File: src/rtl/ldep_pkg.sv
package ldep_pkg;

    // Flush request generator states
    typedef enum logic [0:0] {
        FL_IDLE  = 1'b0,
        FL_PULSE = 1'b1
    } flush_state_e;

    // Training action chosen at retirement
    typedef enum logic [1:0] {
        ACT_NONE = 2'd0,
        ACT_SET  = 2'd1,
        ACT_DEC  = 2'd2
    } train_act_e;

endpackage

File: src/rtl/ldep_table.sv
module ldep_table #(
    parameter int IDX_W = 6,
    parameter int CNT_W = 2
) (
    input  logic             clk,
    input  logic             rst_n,
    input  logic [IDX_W-1:0] rd_idx_a,
    output logic [CNT_W-1:0] rd_val_a,
    input  logic [IDX_W-1:0] rd_idx_b,
    output logic [CNT_W-1:0] rd_val_b,
    input  logic             wr_en,
    input  logic [IDX_W-1:0] wr_idx,
    input  logic [CNT_W-1:0] wr_val
);
    localparam int ENTRIES = 1 << IDX_W;

    logic [CNT_W-1:0] cnt_q [ENTRIES];

    for (genvar g = 0; g < ENTRIES; g++) begin : g_entry
        always_ff @(posedge clk or negedge rst_n) begin
            if (!rst_n) begin
                cnt_q[g] <= '0;
            end else if (wr_en && (wr_idx == IDX_W'(g))) begin
                cnt_q[g] <= wr_val;
            end
        end
    end

    // Reads see the registered state, so same-cycle writes are not visible
    always_comb begin
        rd_val_a = cnt_q[rd_idx_a];
        rd_val_b = cnt_q[rd_idx_b];
    end
endmodule

File: src/rtl/ldep_train.sv
module ldep_train
    import ldep_pkg::*;
#(
    parameter int CNT_W = 2
) (
    input  logic             rt_valid,
    input  logic             rt_spec,
    input  logic             rt_overlap,
    input  logic [CNT_W-1:0] cur_cnt,
    output logic             wr_en,
    output logic [CNT_W-1:0] wr_val,
    output logic             mispredict
);
    localparam logic [CNT_W-1:0] CNT_MAX = '1;
    localparam logic [CNT_W-1:0] CNT_MIN = '0;

    train_act_e act;

    always_comb begin
        if (!rt_valid) begin
            act = ACT_NONE;
        end else if (!rt_overlap) begin
            act = ACT_DEC;
        end else if (rt_spec) begin
            act = ACT_SET;
        end else begin
            act = ACT_NONE;
        end
    end

    always_comb begin
        wr_val = cur_cnt;
        unique case (act)
            ACT_SET:  wr_val = CNT_MAX;
            ACT_DEC:  wr_val = (cur_cnt == CNT_MIN) ? CNT_MIN : cur_cnt - 1'b1;
            ACT_NONE: wr_val = cur_cnt;
            default:  wr_val = cur_cnt;
        endcase
        wr_en      = (act != ACT_NONE);
        mispredict = (act == ACT_SET);
    end
endmodule

File: src/rtl/ldep_flush_fsm.sv
module ldep_flush_fsm
    import ldep_pkg::*;
#(
    parameter int IP_W = 32
) (
    input  logic            clk,
    input  logic            rst_n,
    input  logic            mispredict,
    input  logic [IP_W-1:0] bad_ip,
    output logic            flush_req,
    output logic [IP_W-1:0] flush_ip
);
    flush_state_e    state_q, state_d;
    logic [IP_W-1:0] ip_q;

    always_comb begin
        state_d = state_q;
        unique case (state_q)
            FL_IDLE:  state_d = mispredict ? FL_PULSE : FL_IDLE;
            FL_PULSE: state_d = mispredict ? FL_PULSE : FL_IDLE;
            default:  state_d = FL_IDLE;
        endcase
    end

    always_ff @(posedge clk or negedge rst_n) begin
        if (!rst_n) begin
            state_q <= FL_IDLE;
            ip_q    <= '0;
        end else begin
            state_q <= state_d;
            if (mispredict) begin
                ip_q <= bad_ip;
            end
        end
    end

    always_comb begin
        flush_req = (state_q == FL_PULSE);
        flush_ip  = flush_req ? ip_q : '0;
    end
endmodule

File: src/rtl/ldep_top.sv
module ldep_top #(
    parameter int IP_W  = 32,
    parameter int IDX_W = 6,
    parameter int CNT_W = 2
) (
    input  logic            clk,
    input  logic            rst_n,
    input  logic [IP_W-1:0] lk_ip,
    output logic            lk_dep,
    input  logic            rt_valid,
    input  logic [IP_W-1:0] rt_ip,
    input  logic            rt_spec,
    input  logic            rt_overlap,
    output logic            flush_req,
    output logic [IP_W-1:0] flush_ip
);
    logic [IDX_W-1:0] lk_idx, rt_idx;
    logic [CNT_W-1:0] lk_cnt, rt_cnt, wr_val;
    logic             wr_en, mispredict;
    logic             unused_hi;

    assign lk_idx    = lk_ip[IDX_W-1:0];
    assign rt_idx    = rt_ip[IDX_W-1:0];
    assign unused_hi = ^{lk_ip[IP_W-1:IDX_W], rt_ip[IP_W-1:IDX_W]};

    ldep_table #(.IDX_W(IDX_W), .CNT_W(CNT_W)) u_table (
        .clk      (clk),
        .rst_n    (rst_n),
        .rd_idx_a (lk_idx),
        .rd_val_a (lk_cnt),
        .rd_idx_b (rt_idx),
        .rd_val_b (rt_cnt),
        .wr_en    (wr_en),
        .wr_idx   (rt_idx),
        .wr_val   (wr_val)
    );

    ldep_train #(.CNT_W(CNT_W)) u_train (
        .rt_valid   (rt_valid),
        .rt_spec    (rt_spec),
        .rt_overlap (rt_overlap),
        .cur_cnt    (rt_cnt),
        .wr_en      (wr_en),
        .wr_val     (wr_val),
        .mispredict (mispredict)
    );

    ldep_flush_fsm #(.IP_W(IP_W)) u_flush (
        .clk        (clk),
        .rst_n      (rst_n),
        .mispredict (mispredict),
        .bad_ip     (rt_ip),
        .flush_req  (flush_req),
        .flush_ip   (flush_ip)
    );

    // Upper half of the counter range means "wait for older stores"
    assign lk_dep = lk_cnt[CNT_W-1];
endmodule

File: config.mk
export PLATFORM = sky130hd
export DESIGN_NAME = ldep_top
export DESIGN_NICKNAME = d
export VERILOG_FILES = /design/src/rtl/ldep_pkg.sv /design/src/rtl/ldep_table.sv /design/src/rtl/ldep_train.sv /design/src/rtl/ldep_flush_fsm.sv /design/src/rtl/ldep_top.sv
export SDC_FILE = /design/constraint.sdc
export NUM_CORES = 1
export LEC_CHECK = 0
export CORE_AREA = 2 2 190 192
export CTS_BUF_LIST = sky130_fd_sc_hd__clkbuf_8
export DETAILED_ROUTE_END_ITERATION = 12
export DIE_AREA = 0 0 192 194
export SLEW_MARGIN = 5
export SYNTH_ARGS = -nofsm -noshare
export SYNTH_HDL_FRONTEND = slang
export SYNTH_HIERARCHICAL = 1
export SYNTH_SLANG_ARGS = --single-unit
export TNS_END_PERCENT = 50
File: constraint.sdc
create_clock -name clk -period 3.15 [get_ports clk]
set_input_delay 0.315 -clock clk [delete_from_list [all_inputs] [get_ports clk]]
set_output_delay 0.315 -clock clk [all_outputs]
set_load 0.01 [all_outputs]
==> impl_metrics.yaml <==
timing:
  fmax_mhz: 334
  rsz0062_at_grt: "false"
  worstMarginPinSlew_ns: 0.887
  slew_headroom: 0.404
  clock_skew_ns: 0.0113
  setup_viol: 0
  whs_ns: 0.408
  period_share: 0.951
  hold_viol: 0
  slew_viol_final: 0
  finalCriticalPeriod_ns: 3.00
critical_path:
  timing.rr.end: "u_table/cnt_q[118]"
  crit_fanout: 8
  ff2ff_path_depth: 9
  path_class: "input pin to primary output"
  worst_ep_required_time_ns: 2.83
  end_kind: "primary output"
  r2r-start: "u_table/cnt_q[24]"
  critPathArrivalTime_ns: 2.68
  r2r_setup_slack_ns: 0.44
  start_kind: "input pin"
final_layout:
  multiInputGateArea_um2: 4240
  area_growth_pct: 24.7
  final_nets: 830
  diodes: 0
  seq_area_um2: 4030
  drive_gt1_frac: 0.394
  finalInstanceArea_um2: 10700
  n_fill_cell: 3619
min_path:
  whs_path_depth: 3
  min-delay-start: "rt_ip[0]"
  holdPathEnd: "u_flush/ip_q[0]"
  min_path_type: "input pin to register"
synthesis:
  yosysWarningCount: 6
  synth_area_um2: 8570
  syn_inst: 652
  avgSynthCellArea_um2: 13.1
  synth_fp_nets: 724
die:
  start_util: 0.243
  dieHeight_um: 194
  pin_count: 103
  core_area_um2: 35200
  die_w_um: 192
  dieArea_um2: 37200
  rows: 69
placement:
  dpl.hpwl_mm: 15.6
  gp_congestion: 0.848
  portBuffers: 76
  placed_cell_area_um2: 10200
global_route:
  grt_start_max_net_pins: 88
  grt_usage: 0.121
  grt_pass1_wl_mm: 34.4
  grt-ovfl-total: 0
  grt_antenna_before_repair: 0
  grt_pass1_vias: 5910
route:
  vias: 5727
  route.detailed.drc: 0
  wl_per_cell_um: 17.8
  antenna_left: 0
  vias_per_cell: 4.65
  drt_iter0_drc: 415
  finalWirelength_mm: 21.9
  drt_first_pass_iters: 5
flow_run:
  drv_cap: 0
clock_network:
  cts_buffer_depth: 2
  h-tree-depth: 4
  cts_sinks: 161
  clkTransAtPathRegs_ns: 0.09
  cts_tree: "built"
  cts_root_buf: "clkbuf_8"
  insertion_delay_ns: 0.46
  cts_inserted_buffers: 17
power_and_ir_drop:
  ir_drop_uv: 262
  power-per-cell-area_nw_per_um2: 474
  leakage_nw: 4.73
outcome:
  status: "completed"
-- sequential cells by signal (all words and copies together), names as in the netlist --
signal             cells
u_table/cnt_q        128
u_flush/ip_q          32
u_flush/flush_req      1
-- per-layer routing --
layer,GRT usage,share of wire,up-vias
li1,-,-,2586
met1,0.169,0.47,2941
met2,0.184,0.46,174
met3,0.0262,0.056,26
met4,0.0396,0.017,0
met5,0,0,-
-- stage by stage --
step | setup WS, ns | setup TNS [ns] | utilization | total power, mW | std cells
global route | 0.00869 | 0 | 0.303 | 5.32 | 1232
CTS | 0.147 | 0 | 0.303 | 5.14 | 1232
finish | 0.154 | 0 | 0.303 | 5.07 | 1232
global placement | -0.136 | -8.18 | 0.289 | 3.31 | 1197
floorplan | 0.408 | 0 | - | 2.96 | 652
detailed placement | -0.138 | -7.89 | 0.289 | 3.33 | 1197
-- worst max-delay path by stage --
stage                     cells past startpoint                  to  slack (ns)      from
after floorplan                              12   u_table/cnt_q[10]        0.41  rt_ip[0]
after global placement                       11   u_table/cnt_q[48]       -0.14  rt_ip[2]
after detailed placement                     11  u_table/cnt_q[118]       -0.14  rt_ip[2]
after CTS                                    10              lk_dep        0.15  lk_ip[0]
after global routing                         11              lk_dep       0.009  lk_ip[0]
final                                        10              lk_dep        0.15  lk_ip[0]
-- area by class of cell --
class | instances | area share
tap | 461 | 0.0540
clock inverter | 13 | 0.0196
timing repair buffer | 137 | 0.126
clock buffer | 19 | 0.0245
sequential | 161 | 0.377
multi-input combinational | 435 | 0.397
inverter | 6 | 0.00211
-- worst max-delay path, stage by stage --
cell	delay (ns)
clkdlybuf4s50_1	0.50
buf_12	0.16
buf_12	0.15
mux4_2	0.53
nand3_1	0.10
a41oi_1	0.12
a311oi_1	0.27
a311oi_2	0.10
buf_4	0.16
dlygate4sd2_1	0.27
-- power by group --
| part | switching, mW | internal (mW) | total [mW] | leakage [nW] |
|---|---|---|---|---|
| registers | 0.128 | 2.29 | 2.42 | 2.15 |
| clock network | 0.779 | 0.989 | 1.77 | 0.239 |
| logic | 0.375 | 0.507 | 0.882 | 2.34 |
-- cells in the final DEF, fill, tap and decap left out, types with 6 or more instances in the layout --
cell type	instances
a22oi_1	8
inv_1	7
buf_4	49
nor3_1	7
mux4_2	37
nand3b_1	6
and2_1	34
nor2_1	35
mux2_4	30
dfrtp_1	161
mux2_2	132
buf_12	11
nand3_1	7
clkbuf_8	19
nor2b_1	7
mux2i_1	11
clkdlybuf4s50_1	72
nand2_1	64
-- timing repair --
action	CTS	global route
setup buffers	2	0
endpoints found under the hold margin	84	0
endpoints found under the setup margin	1	0
hold buffers	1	0
resized for setup	5	0
No activity file was read; power rests on OpenSTA's default activity.
